<file path="src/rtl/fnrt_pkg.sv">
package fnrt_pkg;
  localparam int CTRL_W        = 7;
  localparam int WORD_W        = 32;
  localparam int EVEN_CTRL_LSB = 0;
  localparam int EVEN_MASK_LSB = 16;
  localparam int ODD_CTRL_LSB  = 8;
  localparam int ODD_MASK_LSB  = 24;
  typedef logic [CTRL_W-1:0] sel_t;
endpackage

</file>
<file path="src/rtl/fnrt_cfg_regs.sv">
module fnrt_cfg_regs
  import fnrt_pkg::*;
#(
  parameter int NUM_FUNCS = 8,
  parameter int ADDR_W    = 4
) (
  input  logic                           clk,
  input  logic                           rst,
  input  logic                           cfg_we,
  input  logic [ADDR_W-1:0]              cfg_addr,
  input  logic [WORD_W-1:0]              cfg_wdata,
  output logic [WORD_W-1:0]              cfg_rdata,
  output logic [NUM_FUNCS-1:0][CTRL_W-1:0] sel_q
);
  localparam int NUM_WORDS = NUM_FUNCS / 2;

  logic [WORD_W-1:0] rd_next;

  for (genvar f = 0; f < NUM_FUNCS; f++) begin : g_fn
    localparam int CL = (f % 2 == 1) ? ODD_CTRL_LSB : EVEN_CTRL_LSB;
    localparam int ML = (f % 2 == 1) ? ODD_MASK_LSB : EVEN_MASK_LSB;
    logic hit;
    assign hit = cfg_we && (cfg_addr == ADDR_W'(f / 2));

    always_ff @(posedge clk) begin
      if (rst) begin
        sel_q[f] <= '0;
      end else if (hit) begin
        for (int b = 0; b < CTRL_W; b++) begin
          if (cfg_wdata[ML+b]) sel_q[f][b] <= cfg_wdata[CL+b];
        end
      end
    end

    // a write with an empty write-enable field leaves the selector alone
    assert_masked_write_R2: assert property (@(posedge clk) disable iff (rst)
      (hit && cfg_wdata[ML+CTRL_W-1:ML] == '0) |=> $stable(sel_q[f]));
  end

  always_comb begin
    rd_next = '0;
    for (int w = 0; w < NUM_WORDS; w++) begin
      if (cfg_addr == ADDR_W'(w)) begin
        rd_next[EVEN_CTRL_LSB +: CTRL_W] = sel_q[2*w];
        rd_next[ODD_CTRL_LSB  +: CTRL_W] = sel_q[2*w+1];
      end
    end
  end

  always_ff @(posedge clk) begin
    if (rst) cfg_rdata <= '0;
    else     cfg_rdata <= rd_next;
  end

  // writes outside the implemented words touch no selector
  assert_oob_write_R3: assert property (@(posedge clk) disable iff (rst)
    (cfg_we && int'(cfg_addr) >= NUM_WORDS) |=> $stable(sel_q));
endmodule

</file>
<file path="src/rtl/fnrt_pad_drive.sv">
module fnrt_pad_drive
  import fnrt_pkg::*;
#(
  parameter int NUM_FUNCS = 8,
  parameter int NUM_PINS  = 64
) (
  input  logic                             clk,
  input  logic                             rst,
  input  logic [NUM_FUNCS-1:0][CTRL_W-1:0] sel_q,
  input  logic [NUM_FUNCS-1:0]             fn_out,
  input  logic [NUM_FUNCS-1:0]             fn_oe,
  input  logic [NUM_PINS-1:0]              pad_mux_own,
  output logic [NUM_PINS-1:0]              pad_out,
  output logic [NUM_PINS-1:0]              pad_oe
);
  logic [NUM_PINS-1:0] out_n, oe_n;

  always_comb begin
    for (int p = 0; p < NUM_PINS; p++) begin
      out_n[p] = 1'b0;
      oe_n[p]  = 1'b0;
      // highest index first, so the lowest-numbered match is the last write
      for (int f = NUM_FUNCS - 1; f >= 0; f--) begin
        if (sel_q[f] == CTRL_W'(p + 1)) begin
          out_n[p] = fn_out[f];
          oe_n[p]  = fn_oe[f];
        end
      end
    end
  end

  always_ff @(posedge clk) begin
    if (rst) begin
      pad_out <= '0;
      pad_oe  <= '0;
    end else begin
      pad_out <= out_n & pad_mux_own;
      pad_oe  <= oe_n & pad_mux_own;
    end
  end

  for (genvar p = 0; p < NUM_PINS; p++) begin : g_chk
    assert_unowned_quiet_R7: assert property (@(posedge clk) disable iff (rst)
      !pad_mux_own[p] |=> (!pad_oe[p] && !pad_out[p]));
  end
endmodule

</file>
<file path="src/rtl/fnrt_fn_capture.sv">
module fnrt_fn_capture
  import fnrt_pkg::*;
#(
  parameter int NUM_FUNCS = 8,
  parameter int NUM_PINS  = 64
) (
  input  logic                             clk,
  input  logic                             rst,
  input  logic [NUM_FUNCS-1:0][CTRL_W-1:0] sel_q,
  input  logic [NUM_PINS-1:0]              pad_in,
  output logic [NUM_FUNCS-1:0]             fn_in
);
  localparam int PIDX_W = $clog2(NUM_PINS);

  for (genvar f = 0; f < NUM_FUNCS; f++) begin : g_fn
    logic              mapped;
    logic [PIDX_W-1:0] idx;
    assign mapped = (sel_q[f] != '0) && (sel_q[f] <= CTRL_W'(NUM_PINS));
    assign idx    = PIDX_W'(sel_q[f] - CTRL_W'(1));

    always_ff @(posedge clk) begin
      if (rst)         fn_in[f] <= 1'b0;
      else if (mapped) fn_in[f] <= pad_in[idx];
      else             fn_in[f] <= 1'b0;
    end

    assert_unmapped_zero_R6: assert property (@(posedge clk) disable iff (rst)
      (sel_q[f] == '0 || sel_q[f] > CTRL_W'(NUM_PINS)) |=> !fn_in[f]);
  end
endmodule

</file>
<file path="src/rtl/fnrt_top.sv">
module fnrt_top
  import fnrt_pkg::*;
#(
  parameter int NUM_FUNCS = 8,
  parameter int NUM_PINS  = 64,
  parameter int ADDR_W    = 4
) (
  input  logic                 clk,
  input  logic                 rst,
  input  logic                 cfg_we,
  input  logic [ADDR_W-1:0]    cfg_addr,
  input  logic [31:0]          cfg_wdata,
  output logic [31:0]          cfg_rdata,
  input  logic [NUM_FUNCS-1:0] fn_out,
  input  logic [NUM_FUNCS-1:0] fn_oe,
  output logic [NUM_FUNCS-1:0] fn_in,
  input  logic [NUM_PINS-1:0]  pad_mux_own,
  input  logic [NUM_PINS-1:0]  pad_in,
  output logic [NUM_PINS-1:0]  pad_out,
  output logic [NUM_PINS-1:0]  pad_oe
);
  logic [NUM_FUNCS-1:0][CTRL_W-1:0] sel_q;

  fnrt_cfg_regs #(.NUM_FUNCS(NUM_FUNCS), .ADDR_W(ADDR_W)) u_regs (
    .clk(clk), .rst(rst), .cfg_we(cfg_we), .cfg_addr(cfg_addr),
    .cfg_wdata(cfg_wdata), .cfg_rdata(cfg_rdata), .sel_q(sel_q)
  );

  fnrt_pad_drive #(.NUM_FUNCS(NUM_FUNCS), .NUM_PINS(NUM_PINS)) u_drive (
    .clk(clk), .rst(rst), .sel_q(sel_q), .fn_out(fn_out), .fn_oe(fn_oe),
    .pad_mux_own(pad_mux_own), .pad_out(pad_out), .pad_oe(pad_oe)
  );

  fnrt_fn_capture #(.NUM_FUNCS(NUM_FUNCS), .NUM_PINS(NUM_PINS)) u_cap (
    .clk(clk), .rst(rst), .sel_q(sel_q), .pad_in(pad_in), .fn_in(fn_in)
  );
endmodule

</file>
<file path="config.mk">
export PLATFORM = sky130hd
export DESIGN_NAME = fnrt_top
export DESIGN_NICKNAME = d
export VERILOG_FILES = /design/src/rtl/fnrt_pkg.sv /design/src/rtl/fnrt_cfg_regs.sv /design/src/rtl/fnrt_pad_drive.sv /design/src/rtl/fnrt_fn_capture.sv /design/src/rtl/fnrt_top.sv
export SDC_FILE = /design/constraint.sdc
export NUM_CORES = 2
export LEC_CHECK = 0
export BUFFER_PORTS_ARGS = -buffer_cell sky130_fd_sc_hd__clkbuf_2
export CAP_MARGIN = 20
export CORE_MARGIN = 5
export CORE_UTILIZATION = 45
export CTS_CLUSTER_SIZE = 12
export DETAILED_ROUTE_END_ITERATION = 12
export GPL_TIMING_DRIVEN = 0
export PLACE_DENSITY_LB_ADDON = 0.1
export REMOVE_ABC_BUFFERS = 1
export SKIP_CTS_REPAIR_TIMING = 1
export SYNTH_ARGS = -nofsm -noshare
export SYNTH_HDL_FRONTEND = slang
export SYNTH_SLANG_ARGS = --single-unit
</file>
<file path="constraint.sdc">
create_clock -name clk -period 10.1 [get_ports clk]
set_clock_uncertainty 0.1 [all_clocks]
set_input_delay 0.505 -clock clk [delete_from_list [all_inputs] [get_ports clk]]
set_output_delay 0.505 -clock clk [all_outputs]
set_load 0.01 [all_outputs]
</file>
# Word-level counts from Yosys, hierarchy flattened
# Cells that the tools add are included.
# totals
word_cells	1750
regBits	224
output_inout_bits	168
in_bits	183
# op_classes
bitwise	10
eq_ne	515
n_mux	1048
n_addsub	8
n_reduce_logical	85
n_lt_le_gt_ge	16
# op_table
operator	n
7-bit by 6-bit equality test with 1-bit output (second input constant)	256
1-bit 2-to-1 mux	1032
7-bit by 5-bit equality test with 1-bit output (second input constant)	128
7-bit by 4-bit equality test with 1-bit output (second input constant)	64
7-bit by 3-bit equality test with 1-bit output (second input constant)	32
64-bit bitwise AND	2
7-bit by 2-bit equality test with 1-bit output (second input constant)	16
2-bit AND reduction	56
7-bit by 1-bit equality test with 1-bit output (second input constant)	8
7-bit equality test (second input constant)	8
7-bit <= comparator (second input constant)	8
6-bit by 7-bit less-than comparator with 1-bit output (second input constant)	8
7-bit 2-to-1 mux	8
7-bit nonzero test	8
1-bit binary-select mux with 6-bit select	8
6-bit by 1-bit subtractor with 6-bit output (second input constant)	8
2-bit OR reduction	8
1-bit logical AND	12
4-bit by 2-bit equality test with 1-bit output (second input constant)	2
1-bit NOT	8
4-bit by 1-bit equality test with 1-bit output (second input constant)	1
4-bit zero test	1

# Logic depth before layout (Yosys ltp)
# logic_depth
ltp_word	10
ltp_mapped	13
depth_no_buf	9

# Cells and area by module
# Synthesis repeated with hierarchy kept, for this count alone.
# unflattened
cells_unflattened	3776
hier_area_um2	27805.4
# modules_own_cells
module	area_each_um2	seq_area_each_um2	cells_per_inst	n_inst
fnrt_pad_drive	17677.0	2562.5	2695	1
fnrt_fn_capture	6647.6	160.2	710	1
fnrt_cfg_regs	3480.8	1401.3	371	1

# Worst setup path after synthesis
# OpenSTA, ideal clock, no wires.
# synth_path
path_kind	reg2reg
startpoint	register u_regs.sel_q[0] in the netlist's numbering
endpoint	register u_cap.fn_in[0]
n_path_buf	4
synth_period_minus_slack_ps	3252
stages_incl_launch_ff	13
path_slack_ps	6848
t_arrival_ps	3019
t_required_ps	9867
path_cell_list	dfxtp_1 -> buf_2 -> buf_4 -> inv_1 -> ha_1 -> clkbuf_1 -> buf_1 -> mux4_2 -> mux4_2 -> nor2_1 -> a21oi_1 -> a31oi_1 -> nor3_1
# synth_between
elab_chain_len	4
elab_cells_between_ends	8
cone_classes	add/sub (1); order compare (1); mux (2); bitwise (1); reduce/logical (3)
# synth_lines
item	line	rtl
from (decl)	fnrt_cfg_regs.sv:13	output logic [NUM_FUNCS-1:0][CTRL_W-1:0] sel_q
from (signal, indexed assignment)	fnrt_cfg_regs.sv:30	if (cfg_wdata[ML+b]) sel_q[f][b] <= cfg_wdata[CL+b];
parallel branches: the longest is 4 deep, another holds 6-bit by 1-bit subtractor with 6-bit output	--	
to (signal, indexed assignment)	fnrt_fn_capture.sv:23	else if (mapped) fn_in[f] <= pad_in[idx];
to (decl)	fnrt_fn_capture.sv:11	output logic [NUM_FUNCS-1:0] fn_in
# Several ways; the timed one is not identified. The select of a mux whose other input is x is not followed.
# A chain may end at the register's enable or synchronous reset.

# Worst setup path in the final report
# layout_path
startpoint	register u_regs.sel_q[21] in the netlist's numbering
endpoint	register u_drive.pad_out[63]
# layout_between
elab_chain_len	6
# layout_lines
item	line	rtl
7-bit equality test	fnrt_pad_drive.sv:24	if (sel_q[f] == CTRL_W'(p + 1)) begin
1-bit 2-to-1 mux (4 in a row)	fnrt_pad_drive.sv:24	
64-bit bitwise AND	fnrt_pad_drive.sv:37	pad_out <= out_n & pad_mux_own;
to (signal assigned)	fnrt_pad_drive.sv:37	
to (decl)	fnrt_pad_drive.sv:13	output logic [NUM_PINS-1:0] pad_out,
# No other way between the ends.

==> key figures <==
Clock tree
  • CTS tree: built
  • Clk sink count: 206
  • Clk root buf: clkbuf_16
  • H-tree levels: 1
  • Clock latency at the later pin of the worst-skew pair: 590 ps
  • Clock Tree Buf Depth: 3
  • Reg clk slew, reported paths: approximately 70 ps
  • CTS buffer count: 25

GRT
  • Largest net degree at the start of global routing: about 150
  • Initial antenna violation count: 7
  • First-pass GRT wire length: ~210000 um
  • Number of global-route vias before repair: 30700
  • Overflow after GRT: 0
  • All-layer global routing usage: 0.456

Logic synthesis
  • Number of synthesized register bits: 206
  • Area contributors post-synth: dfxtp_1, mux4_2, nand2_1
  • Area share of the largest cell type after synthesis: 0.160
  • Synth warn: 0
  • Largest family of logic cells by synthesized area: simple AND/OR/NAND/NOR gates
  • Post-synth top area cell: dfxtp_1
  • Syn Inst Count: 3584
  • Post-synthesis adder-cell area fraction: 0.0194
  • Post-Synth XOR/XNOR Area: 0.0120
  • Fraction of registers with async set/reset: 0
  • Synth Area in Compound Gates: 0.293
  • Mux contribution to synthesized area: 0.146
  • Post-Syn Area: between 20000 and 30000 um2
  • Count leader, synth: nand2_1
  • Synth top cells by count: nand2_1, nor2_1, a21oi_1, clkbuf_1, dfxtp_1
  • Avg Cell Area, Syn: slightly above 7 um2
  • Synth Area in Simple Gates: 0.299
  • Prevailing post-synth register cell: dfxtp_1
  • Post-synth EDFFs: 0
  • Unique masters post-synth: between 100 and 150
  • Sequential fraction of the synthesis area: 0.160

Job
  • Max_cap viols: 0

Setup path
  • Worst Path Buf+Inv: 1
  • CP Max Fanout: 9
  • Top delay family on crit path: simple AND/OR/NAND/NOR gates
  • Kind of critical path: register to register
  • Slowest-stage cell, CP: ha_1
  • CP Capture Type: register
  • Arr. time, crit path: 4340 ps
  • Largest stage delay, worst path: 720 ps
  • Worst setup SP type: register
  • CP required: between 10000 and 15000 ps
  • CP cell instances: inv_1 > ha_1 > nand2b_1 > nor4_1 > nand2_1 > o211ai_1 > o221ai_1 > a311oi_1

Placement
  • DP HPWL: 109000 um
  • GPL Wtd Cong: 1.04
  • PortBufs: between 300 and 400

Detailed routing
  • WL/cell: 34.5 um
  • Antenna Nets Post-Route: 0
  • First-pass iteration count of the detailed router: 11
  • Vias per cell: ~7.5
  • DRC viols: 0
  • Via count: 33400
  • Final wirelength: 153000 um
  • Violation count after the first detailed-route iteration: 5559

Die
  • Std-Cell Rows: 87
  • Die height: 249 um
  • IO Count: 351
  • Die ar.: 62200 um2
  • Initial Util: 0.456
  • Core Region: 56600 um2
  • Die X: around 250 um

Layout
  • Area delta synth->final: 13.3%
  • Fillers: 5529
  • Proportion of layout cells with a drive suffix above 1: 0.182
  • Nets: between 3000 and 4000

STA
  • Setup_tns: 0 ps
  • Worst Tran Pin Value: around 1400 ps
  • Final Hold Viols: 0
  • Fmax: 247 MHz
  • Fin crit share: 0.401
  • Final slew viol count: 0
  • Endpoints failing setup: 0
  • Tmin final: 4050 ps
  • RSZ-0062 raised after global routing: false
  • Max-slew headroom: 0.0852

Pwr
  • Power density over the cells: 73.4 nW/um2
  • Overall power: 2150 uW
  • Maximum VDD drop: 0.000169 V
  • Leak: 0.00977 uW

Hold path
  • HP Class: input pin to register

Outcome
  • Status: complete, no violations
area by class of cell:
type / instances / area, um2 / area share
sequential: 206 / 4130 / 0.141
clock buffer: 33 / 706 / 0.0241
clock inverter: 9 / 85.1 / 0.00291
timing repair buffer: 408 / 3090 / 0.106
inverter: 40 / 150 / 0.00513
multi-input combinational: 2974 / 20100 / 0.688
tap: 756 / 946 / 0.0323
antenna: 5 / 12.5 / 0.000428
worst paths after layout:
path         cells past startpoint  slack, ps              from                   to
max                              8       6050  u_regs.sel_q[21]  u_drive.pad_out[63]
max reg2reg                      8       6050  u_regs.sel_q[21]  u_drive.pad_out[63]
min reg2reg                      2        470  u_regs.sel_q[36]     u_regs.sel_q[36]
min                              3         60   pad_mux_own[17]  u_drive.pad_out[17]
sequential cells by signal, indices dropped and copies added, names as in the netlist:
register and flops:
u_regs.cfg_rdata 14, u_drive.pad_oe 64, u_regs.sel_q 56, u_drive.pad_out 64, u_cap.fn_in 8
layout by cell type, fill, tap and decap left out, types with 25 or more instances in the layout:
| cell type | Yosys | layout |
|---|---|---|
| o21ai_0 | 144 | 144 |
| a31oi_1 | 90 | 90 |
| nor3b_1 | 28 | 27 |
| a221oi_1 | 42 | 42 |
| and2_1 | 28 | 28 |
| o311ai_0 | 37 | 37 |
| clkbuf_2 | 2 | 316 |
| buf_16 | 0 | 27 |
| inv_1 | 37 | 37 |
| ha_1 | 40 | 40 |
| dfxtp_1 | 206 | 200 |
| nand2b_1 | 49 | 49 |
| nand3_1 | 201 | 201 |
| nor2b_1 | 43 | 41 |
| a211oi_1 | 119 | 119 |
| o22ai_1 | 66 | 66 |
| mux4_2 | 131 | 131 |
| nor2_1 | 434 | 432 |
| nand3b_1 | 26 | 26 |
| nand4_1 | 28 | 28 |
| o221ai_1 | 58 | 58 |
| nand2_1 | 460 | 459 |
| mux2i_1 | 77 | 77 |
| o211ai_1 | 25 | 25 |
| nor3_1 | 95 | 94 |
| a21oi_1 | 271 | 271 |
| a22oi_1 | 39 | 39 |
| clkbuf_16 | 0 | 25 |
worst reg2reg max path, delay by kind of cell, from the launching register on:
family                     cells  cell delay [ps]
and+or+nand+nor                3             1170
DFF                            1              490
AOI/OAI and AO/OA              3              970
adders and majority gates      1              720
buffers and inverters          1              400
routing by layer:
layer	track usage	share of wire
met1	0.549	0.34
met2	0.656	0.40
met3	0.165	0.15
met4	0.362	0.11
met5	0	0.00042
power by group:
group,internal [uW],switching [uW]
Sequential,816,11.1
Clock,514,387
Combinational,136,281
stage by stage:
step | hold slack (ps) | utilization | setup WS, ps | cell area [um2] | std cells
detailed placement | 455 | 0.500 | 5890 | 28300 | 4377
finish | 63.4 | 0.517 | 6050 | 29200 | 4431
CTS | 56.3 | 0.514 | 5860 | 29100 | 4419
global placement | 441 | 0.473 | 3630 | 26800 | 4304
global route | 76.2 | 0.516 | 5890 | 29200 | 4426
floorplan | 379 | - | 6490 | 24200 | 3220
cell families after synthesis:
group                    after synthesis
AND/OR/NAND/NOR                     1564
AO/OA/AOI/OAI                       1111
buffers and inverters                421
multiplexers                         213
flip-flops                           206
adder cells (fa/ha/maj)               40
XOR/XNOR                              28
other                                  1
No activity file was read; power rests on OpenSTA's default activity.
